==> src/rtl/cam_seq_pkg.sv <==
package cam_seq_pkg;

    typedef enum logic [1:0] {
        OP_CMD_WR = 2'd0,
        OP_DAT_WR = 2'd1,
        OP_DAT_RD = 2'd2,
        OP_CMP_WR = 2'd3
    } cam_op_e;

    typedef enum logic [1:0] {
        ST_IDLE   = 2'd0,
        ST_SETUP  = 2'd1,
        ST_STROBE = 2'd2,
        ST_RECOV  = 2'd3
    } seq_st_e;

endpackage

==> src/rtl/cseq_sync.sv <==
module cseq_sync #(
    parameter int   STAGES  = 2,
    parameter logic RST_VAL = 1'b1
) (
    input  logic clk,
    input  logic rst,
    input  logic d,
    output logic q
);
    logic [STAGES-1:0] chain_d, chain_q;

    always_comb begin
        chain_d = {chain_q[STAGES-2:0], d};
    end

    always_ff @(posedge clk) begin
        if (rst) chain_q <= {STAGES{RST_VAL}};
        else     chain_q <= chain_d;
    end

    assign q = chain_q[STAGES-1];
endmodule

==> src/rtl/cseq_phase_timer.sv <==
module cseq_phase_timer #(
    parameter int CW = 4
) (
    input  logic          clk,
    input  logic          rst,
    input  logic          load,
    input  logic [CW-1:0] load_val,
    output logic          last
);
    logic [CW-1:0] cnt_d, cnt_q;

    always_comb begin
        if (load)              cnt_d = load_val;
        else if (cnt_q != '0)  cnt_d = cnt_q - 1'b1;
        else                   cnt_d = cnt_q;
    end

    always_ff @(posedge clk) begin
        if (rst) cnt_q <= '0;
        else     cnt_q <= cnt_d;
    end

    assign last = (cnt_q == '0);
endmodule

==> src/rtl/cam_cycle_seq.sv <==
module cam_cycle_seq
    import cam_seq_pkg::*;
#(
    parameter int DATA_W      = 16,
    parameter int SETUP_CLKS  = 1,
    parameter int STROBE_CLKS = 1,
    parameter int RECOV_CLKS  = 1,
    parameter int SYNC_STAGES = 2
) (
    input  logic              clk,
    input  logic              rst,
    input  logic              req_valid,
    input  logic [1:0]        req_op,
    input  logic [DATA_W-1:0] req_wdata,
    output logic              busy,
    output logic              done,
    output logic [DATA_W-1:0] rd_data,
    output logic              match_hit,
    output logic              bus_en_n,
    output logic              bus_wr_n,
    output logic              bus_cmd_n,
    output logic              bus_cmp_n,
    output logic [DATA_W-1:0] bus_dq_out,
    output logic              bus_dq_oe,
    input  logic [DATA_W-1:0] bus_dq_in,
    input  logic              match_n
);
    localparam int MAXLEN    = SETUP_CLKS + STROBE_CLKS + RECOV_CLKS + SYNC_STAGES;
    localparam int CW        = $clog2(MAXLEN + 1);
    localparam int RLEN_PLN  = RECOV_CLKS - 1;
    localparam int RLEN_CMP  = RECOV_CLKS + SYNC_STAGES - 1;

    typedef struct packed {
        seq_st_e           st;
        logic              en_n;
        logic              wr_n;
        logic              cmd_n;
        logic              cmp_n;
        logic              oe;
        logic              is_cmp;
        logic              done;
        logic              hit;
        logic [DATA_W-1:0] dout;
        logic [DATA_W-1:0] rdata;
    } seq_regs_t;

    seq_regs_t     r_d, r_q;
    logic          tmr_load;
    logic [CW-1:0] tmr_val;
    logic          tmr_last;
    logic          match_sync_n;
    cam_op_e       op;

    cseq_sync #(.STAGES(SYNC_STAGES), .RST_VAL(1'b1)) u_match_sync (
        .clk (clk),
        .rst (rst),
        .d   (match_n),
        .q   (match_sync_n)
    );

    cseq_phase_timer #(.CW(CW)) u_timer (
        .clk      (clk),
        .rst      (rst),
        .load     (tmr_load),
        .load_val (tmr_val),
        .last     (tmr_last)
    );

    assign op = cam_op_e'(req_op);

    always_comb begin
        r_d      = r_q;
        r_d.done = 1'b0;
        tmr_load = 1'b0;
        tmr_val  = '0;
        unique case (r_q.st)
            ST_IDLE: begin
                if (req_valid) begin
                    r_d.st     = ST_SETUP;
                    r_d.wr_n   = (op == OP_DAT_RD);
                    r_d.cmd_n  = (op != OP_CMD_WR);
                    r_d.cmp_n  = (op != OP_CMP_WR);
                    r_d.is_cmp = (op == OP_CMP_WR);
                    r_d.oe     = (op != OP_DAT_RD);
                    r_d.dout   = req_wdata;
                    if (op == OP_CMP_WR) r_d.hit = 1'b0;
                    tmr_load   = 1'b1;
                    tmr_val    = CW'(SETUP_CLKS - 1);
                end
            end
            ST_SETUP: begin
                if (tmr_last) begin
                    r_d.st   = ST_STROBE;
                    r_d.en_n = 1'b0;
                    tmr_load = 1'b1;
                    tmr_val  = CW'(STROBE_CLKS - 1);
                end
            end
            ST_STROBE: begin
                if (tmr_last) begin
                    r_d.st   = ST_RECOV;
                    r_d.en_n = 1'b1;
                    r_d.oe   = 1'b0;
                    if (r_q.wr_n) r_d.rdata = bus_dq_in;
                    tmr_load = 1'b1;
                    tmr_val  = r_q.is_cmp ? CW'(RLEN_CMP) : CW'(RLEN_PLN);
                end
            end
            ST_RECOV: begin
                if (tmr_last) begin
                    r_d.st     = ST_IDLE;
                    r_d.done   = 1'b1;
                    if (r_q.is_cmp) r_d.hit = ~match_sync_n;
                    r_d.wr_n   = 1'b1;
                    r_d.cmd_n  = 1'b1;
                    r_d.cmp_n  = 1'b1;
                    r_d.is_cmp = 1'b0;
                end
            end
            default: r_d.st = ST_IDLE;
        endcase
    end

    always_ff @(posedge clk) begin
        if (rst) begin
            r_q <= '{st: ST_IDLE, en_n: 1'b1, wr_n: 1'b1, cmd_n: 1'b1, cmp_n: 1'b1,
                     oe: 1'b0, is_cmp: 1'b0, done: 1'b0, hit: 1'b0,
                     dout: '0, rdata: '0};
        end else begin
            r_q <= r_d;
        end
    end

    assign busy       = (r_q.st != ST_IDLE);
    assign done       = r_q.done;
    assign rd_data    = r_q.rdata;
    assign match_hit  = r_q.hit;
    assign bus_en_n   = r_q.en_n;
    assign bus_wr_n   = r_q.wr_n;
    assign bus_cmd_n  = r_q.cmd_n;
    assign bus_cmp_n  = r_q.cmp_n;
    assign bus_dq_out = r_q.dout;
    assign bus_dq_oe  = r_q.oe;


    strobe_ctrl_stable_chk: assert property (@(posedge clk) disable iff (rst)
        (!bus_en_n && !$past(bus_en_n)) |->
            ($stable(bus_wr_n) && $stable(bus_cmd_n) && $stable(bus_cmp_n) && $stable(bus_dq_out)));


    read_no_drive_chk: assert property (@(posedge clk) disable iff (rst)
        bus_wr_n |-> !bus_dq_oe);


    release_at_rise_chk: assert property (@(posedge clk) disable iff (rst)
        $rose(bus_en_n) |-> !bus_dq_oe);


    done_single_chk: assert property (@(posedge clk) disable iff (rst)
        done |=> !done);


    done_ends_busy_chk: assert property (@(posedge clk) disable iff (rst)
        done |-> !busy);


    start_needs_req_chk: assert property (@(posedge clk) disable iff (rst)
        $rose(busy) |-> $past(req_valid));


    hit_set_at_done_chk: assert property (@(posedge clk) disable iff (rst)
        (match_hit && !$past(match_hit)) |-> done);


    hit_clear_on_cmp_chk: assert property (@(posedge clk) disable iff (rst)
        $fell(match_hit) |-> (busy && !bus_cmp_n));
endmodule

==> config.mk <==
export PLATFORM = sky130hd
export DESIGN_NAME = cam_cycle_seq
export DESIGN_NICKNAME = d
export VERILOG_FILES = /design/src/rtl/cam_seq_pkg.sv /design/src/rtl/cseq_sync.sv /design/src/rtl/cseq_phase_timer.sv /design/src/rtl/cam_cycle_seq.sv
export SDC_FILE = /design/constraint.sdc
export NUM_CORES = 1
export LEC_CHECK = 0
export ABC_CLOCK_PERIOD_IN_PS = 1900
export BUFFER_PORTS_ARGS = -buffer_cell sky130_fd_sc_hd__buf_4
export CORE_MARGIN = 10
export CORE_UTILIZATION = 49
export DETAILED_ROUTE_END_ITERATION = 16
export MAX_ROUTING_LAYER = met4
export PLACE_DENSITY = 0.76
export SETUP_SLACK_MARGIN = 0.1
export SKIP_CTS_REPAIR_TIMING = 1
export SYNTH_ARGS = -nofsm -noshare
export SYNTH_HDL_FRONTEND = slang
export SYNTH_SLANG_ARGS = --single-unit
==> constraint.sdc <==
create_clock -name clk -period 1.9 [get_ports clk]
set_input_delay 0.285 -clock clk [delete_from_list [all_inputs] [get_ports clk]]
set_output_delay 0.285 -clock clk [all_outputs]
set_load 0.02 [all_outputs]
After elaboration in Yosys (flattened, before gate mapping)
Index checks and enable logic that the tools add are counted.
Widths: inputs -> output; s select.
{"block": "totals", "ff_bits": 47, "word_cells": 71}
{"block": "op_classes", "add_sub_neg": 1, "eq_ne": 13, "mux": 24, "bitwise": 2, "n_reduce_logical": 18}
{"cell": "$mux 17", "count": 1}
{"cell": "$ne 2x2->1 const B", "count": 8}
{"cell": "$mux 3", "count": 5}
{"cell": "$reduce_and 3->1", "count": 4}
{"cell": "$reduce_bool 2->1", "count": 6}
{"cell": "$mux 2", "count": 5}
{"cell": "$pmux 1 s2", "count": 5}
{"cell": "$eq 2x2->1 const B", "count": 4}
{"cell": "$pmux 2 s4", "count": 1}
{"cell": "$pmux 3 s2", "count": 1}
{"cell": "$mux 1", "count": 5}
{"cell": "$mux 5", "count": 1}
{"cell": "$reduce_and 5->1", "count": 1}
{"cell": "$reduce_and 4->1", "count": 1}
{"cell": "$reduce_or 2->1", "count": 2}
{"cell": "$logic_not 3->1", "count": 1}
{"cell": "$reduce_bool 3->1", "count": 1}
{"cell": "$sub 3x1->3 const B", "count": 1}
{"cell": "$eq 2x1->1 const B", "count": 1}
{"cell": "$logic_not 2->1", "count": 1}
{"cell": "$not 1->1", "count": 2}
{"cell": "$reduce_and 2->1", "count": 1}

Logic depth before layout (Yosys ltp)
{"block": "depth", "word_depth": 4, "depth_mapped": 8}

Cells and area by module
From an unflattened synthesis, not the netlist that was laid out.
{"block": "hier_totals", "hier_cells": 268, "hier_area_um2": 2198.4}
{"module": "cam_cycle_seq", "instances": 1, "cells_per_inst": 242, "area_per_inst_um2": 1939.4, "seq_area_each_um2": 840.8}
{"module": "cseq_phase_timer", "instances": 1, "cells_per_inst": 22, "area_per_inst_um2": 206.4, "seq_area_each_um2": 60.1}
{"module": "cseq_sync", "instances": 1, "cells_per_inst": 4, "area_per_inst_um2": 52.6, "seq_area_each_um2": 40.0}

Worst setup path before layout
No wires, ideal clock.
{"block": "synth_path", "path_type": "register -> register", "startpoint": "register r_q[40] (netlist bit)", "endpoint": "register r_q[40] (netlist bit)", "arrival_ns": 1.591, "setup_slack_ns": 0.193, "stages_incl_launch_ff": 7, "n_path_buf": 1, "path_cell_list": "dfxtp_1 -> inv_1 -> ha_1 -> buf_6 -> o31a_1 -> or4_1 -> o211a_1"}
{"block": "synth_between", "elab_chain_len": 3, "elab_cells_between_ends": 10, "cone_classes": "7 x eq/ne; 1 x mux; 2 x reduce/logical"}
{"element": "from (decl)", "line": "cam_cycle_seq.sv:47", "rtl": "seq_regs_t r_d, r_q;"}
{"element": "from (signal assigned)", "line": "cam_cycle_seq.sv:126", "rtl": "r_q <= '{st: ST_IDLE, en_n: 1'b1, wr_n: 1'b1, cmd_n: 1'b1, cmp_n: 1'b1,"}
{"element": "from (signal assigned)", "line": "cam_cycle_seq.sv:130", "rtl": "r_q <= r_d;"}
{"element": "$eq 2x1->1 (tied with other cells)", "line": "cam_cycle_seq.sv:76", "rtl": "unique case (r_q.st)"}
{"element": "$ne 2x2->1 (no source line)"}
{"element": "$reduce_and 4->1 (no source line)"}
Several ways; a longest one is shown, not always the timed one.
A chain may end at the register's enable or synchronous reset.

Final worst setup path
{"block": "layout_path", "startpoint": "register r_q[41] (netlist bit)", "endpoint": "register r_q[41] (netlist bit)"}
Same word-level chain as after synthesis.

==> run metrics <==
status finished, final reports clean; Syn Inst Count 257; Internal 2170 uW; clk_lat worst skew about 0.30 ns; hold depth 2; Top Metal Used met4; drt initial violations just under 90; Num Clock Sinks 47; # diodes 0; CP Class reg2reg; worst hold-check path type in2reg; max incr delay on CP 0.50 ns; critical path's slowest cell or4b_1; Rows 23; Seq/Total Area, Yosys 44.1%; total negative setup slack 0 ns; post-synth cell types 37; number of global-route vias before repair approximately 1700; Inst Count DP 344; cell area power density ~1300 nW/um^2; Top delay family on crit path simple AND/OR/NAND/NOR gates; Cell Area, Placed about 2500 um^2; Max Fclk slightly below 600 MHz; port bufs 77; Async SR Flop Fraction 0%; Reg power frac approximately 37%; Reg clk slew, reported paths approximately 0.080 ns; min cycle time layout 1.73 ns; Worst slew margin about two thirds; residual antenna-violating net count after detailed routing 0; area delta synth->final 23.3%; initial antenna violation count 0; Metal-1 WL ~2200 um; crit path buf inv count 1; number of max-cap violations 0; fill count about 380; Routability Congestion approximately 0.81; Critical Path Stages 5; via count roughly 1700; metal3 WL 344 um; CTS Buf Count 5; Final period util about nine tenths; routed wl met2 about 2400 um; # nets final between 300 and 400; final hold vios 0; DIE WIDTH around 86 um; H-tree levels 2; Switching Share between 30% and 40%; peak supply drop 0.668 mV; Die ar. ~7400 um^2; DR WL/cell approximately 14 um; endpoints failing setup 0; Starting Density 51.8%; drt drc 0; largest net degree at the start of global routing roughly 50; GRT overflow 0; clock network fraction of design power 21.3%; fin area ~2600 um^2; Setup crit end kind flop; startpoint types flop; total core area 4120 um^2; vias per cell around 5; CTS tree yes; Slew @ Worst Pin about 0.47 ns; Worst EP arrival 1.94 ns; drt total wl between 5000 and 6000 um; reg2reg setup slack around 0.17 ns; utilization after layout 63.9%; CP cell instances inv_1 -> ha_1 -> o31a_1 -> or4b_1 -> o31ai_1; DRT Pass-1 Iters 4; Seq cells post-synth 47; first-pass GRT wire length about 8000 um; RSZ-0062 raised after global routing no; Critical Path RT about 2.1 ns; Synth Flop Type dfxtp_1; Ports between 70 and 80; final setup skew about 0.007 ns; Pins Over Slew Limit 0; Net Switching 1300 uW; Syn. warnings 0; Die H ~86 um; combinational fraction of design power between 40% and 50%; EDFF count, synth 0; cell area after synthesis 2130 um^2; Longest Clk Path Bufs 2; CP Max Fanout 4; layout cell share with drive strength beyond 1 about a third; R2R cell count 5; fin cells ~350; CTS Root Cell clkbuf_8; Mapped Nets around 300; Syn Area/Cell about 8.3 um^2; placed wire-length estimate around 3700 um; Total GRT Usage between 10% and 20%; Leakage 0.00119 uW
-- Yosys cell counts, types with 2 or more instances --
| cell type | count | area share (%) |
|---|---|---|
| o21bai_1 | 3 | 1.1 |
| buf_2 | 3 | 0.70 |
| nor2b_1 | 3 | 0.88 |
| a211o_1 | 2 | 0.82 |
| a21oi_1 | 37 | 8.7 |
| nor3_1 | 4 | 0.94 |
| or2_2 | 2 | 0.59 |
| buf_4 | 34 | 12 |
| nor4_1 | 2 | 0.59 |
| dfxtp_1 | 47 | 44 |
| nor2_1 | 9 | 1.6 |
| inv_1 | 7 | 1.2 |
| nand2_1 | 67 | 12 |
| ha_1 | 8 | 4.7 |
| clkbuf_1 | 7 | 1.2 |
-- power by group through the flow --
stage / combinational [uW] / clock [uW] / sequential, uW
6_report: 1450 / 740 / 1280
5_1_grt: 1610 / 796 / 1300
4_1_cts: 1440 / 759 / 1270
3_5_place_dp: 1430 / 0 / 1300
3_3_place_gp: 1410 / 0 / 1290
2_1_floorplan: 1060 / 0 / 1310
-- flip-flops by register name, summed over array words and instances, names as in the netlist --
register	count
bus_wr_n	1
bus_dq_out	16
bus_en_n	1
bus_cmp_n	1
done	1
bus_dq_oe	1
u_match_sync.chain_q	2
u_timer.cnt_q	3
rd_data	16
match_hit	1
r_q	3
bus_cmd_n	1
-- logic make-up (layout without fill, tap and decap cells) --
family,after synthesis,count (layout),share of synthesized area (%)
flip-flops,47,47,44.1
AND/OR/NAND/NOR,99,99,20.5
multiplexers,1,1,0.470
XOR/XNOR,1,1,0.411
adder cells (fa/ha/maj),8,8,4.70
AO/OA/AOI/OAI,49,49,14.1
buffers and inverters,52,98,15.7
-- per-stage QoR --
| stage | setup WS, ns | hold slack (ns) | total power (uW) |
|---|---|---|---|
| final | 0.173 | 0.163 | 3470 |
| after global routing | 0.114 | 0.153 | 3710 |
| after CTS | 0.125 | 0.155 | 3470 |
| after detailed placement | 0.148 | 0.398 | 2720 |
| after global placement | 0.174 | 0.392 | 2700 |
| after floorplan | 0.193 | 0.389 | 2370 |
-- worst reg2reg max path, delay by kind of cell (launching register included) --
kind	cells	cell delay, ns
AO/OA/AOI/OAI	2	0.40
adder cells (fa/ha/maj)	1	0.21
buffers and inverters	1	0.12
flip-flops	1	0.40
AND/OR/NAND/NOR	1	0.50
-- final cells by class --
cell class              count  area, um^2  area share (%)
clock buffers               5        68.8            2.62
inverters                   7        26.3            1.00
multi-input cells         158         862            32.8
well taps                  50        62.6            2.38
clock inverters             3        43.8            1.67
flip-flops and latches     47         942            35.8
repair buffers             83         623            23.7
-- placed cells by master (no fill, tap or decap), types with 2 or more instances in the layout --
cell type | synthesis | routed
a21oi_1 | 37 | 37
clkbuf_8 | 0 | 5
buf_4 | 34 | 83
ha_1 | 8 | 8
o21bai_1 | 3 | 3
a211o_1 | 2 | 2
or2_2 | 2 | 2
inv_1 | 7 | 7
nor3_1 | 4 | 4
nor2_1 | 9 | 9
nor4_1 | 2 | 2
nor2b_1 | 3 | 3
nand2_1 | 67 | 66
dfxtp_1 | 47 | 46
-- final timing paths --
path,startpoint,to
setup / recovery,r_q[41],r_q[41]
hold / removal,match_n,u_match_sync.chain_q[0]
setup reg to reg,r_q[41],r_q[41]
hold reg to reg,u_match_sync.chain_q[0],u_match_sync.chain_q[1]
-- layer usage --
layer / vias to the layer above / GRT usage (%)
li1: 897 / -
met1: 776 / 15.6
met2: 51 / 21.5
met3: 8 / 4.82
met4: 0 / 4.94
met5: - / -
Power figures use the tool's default switching activity.
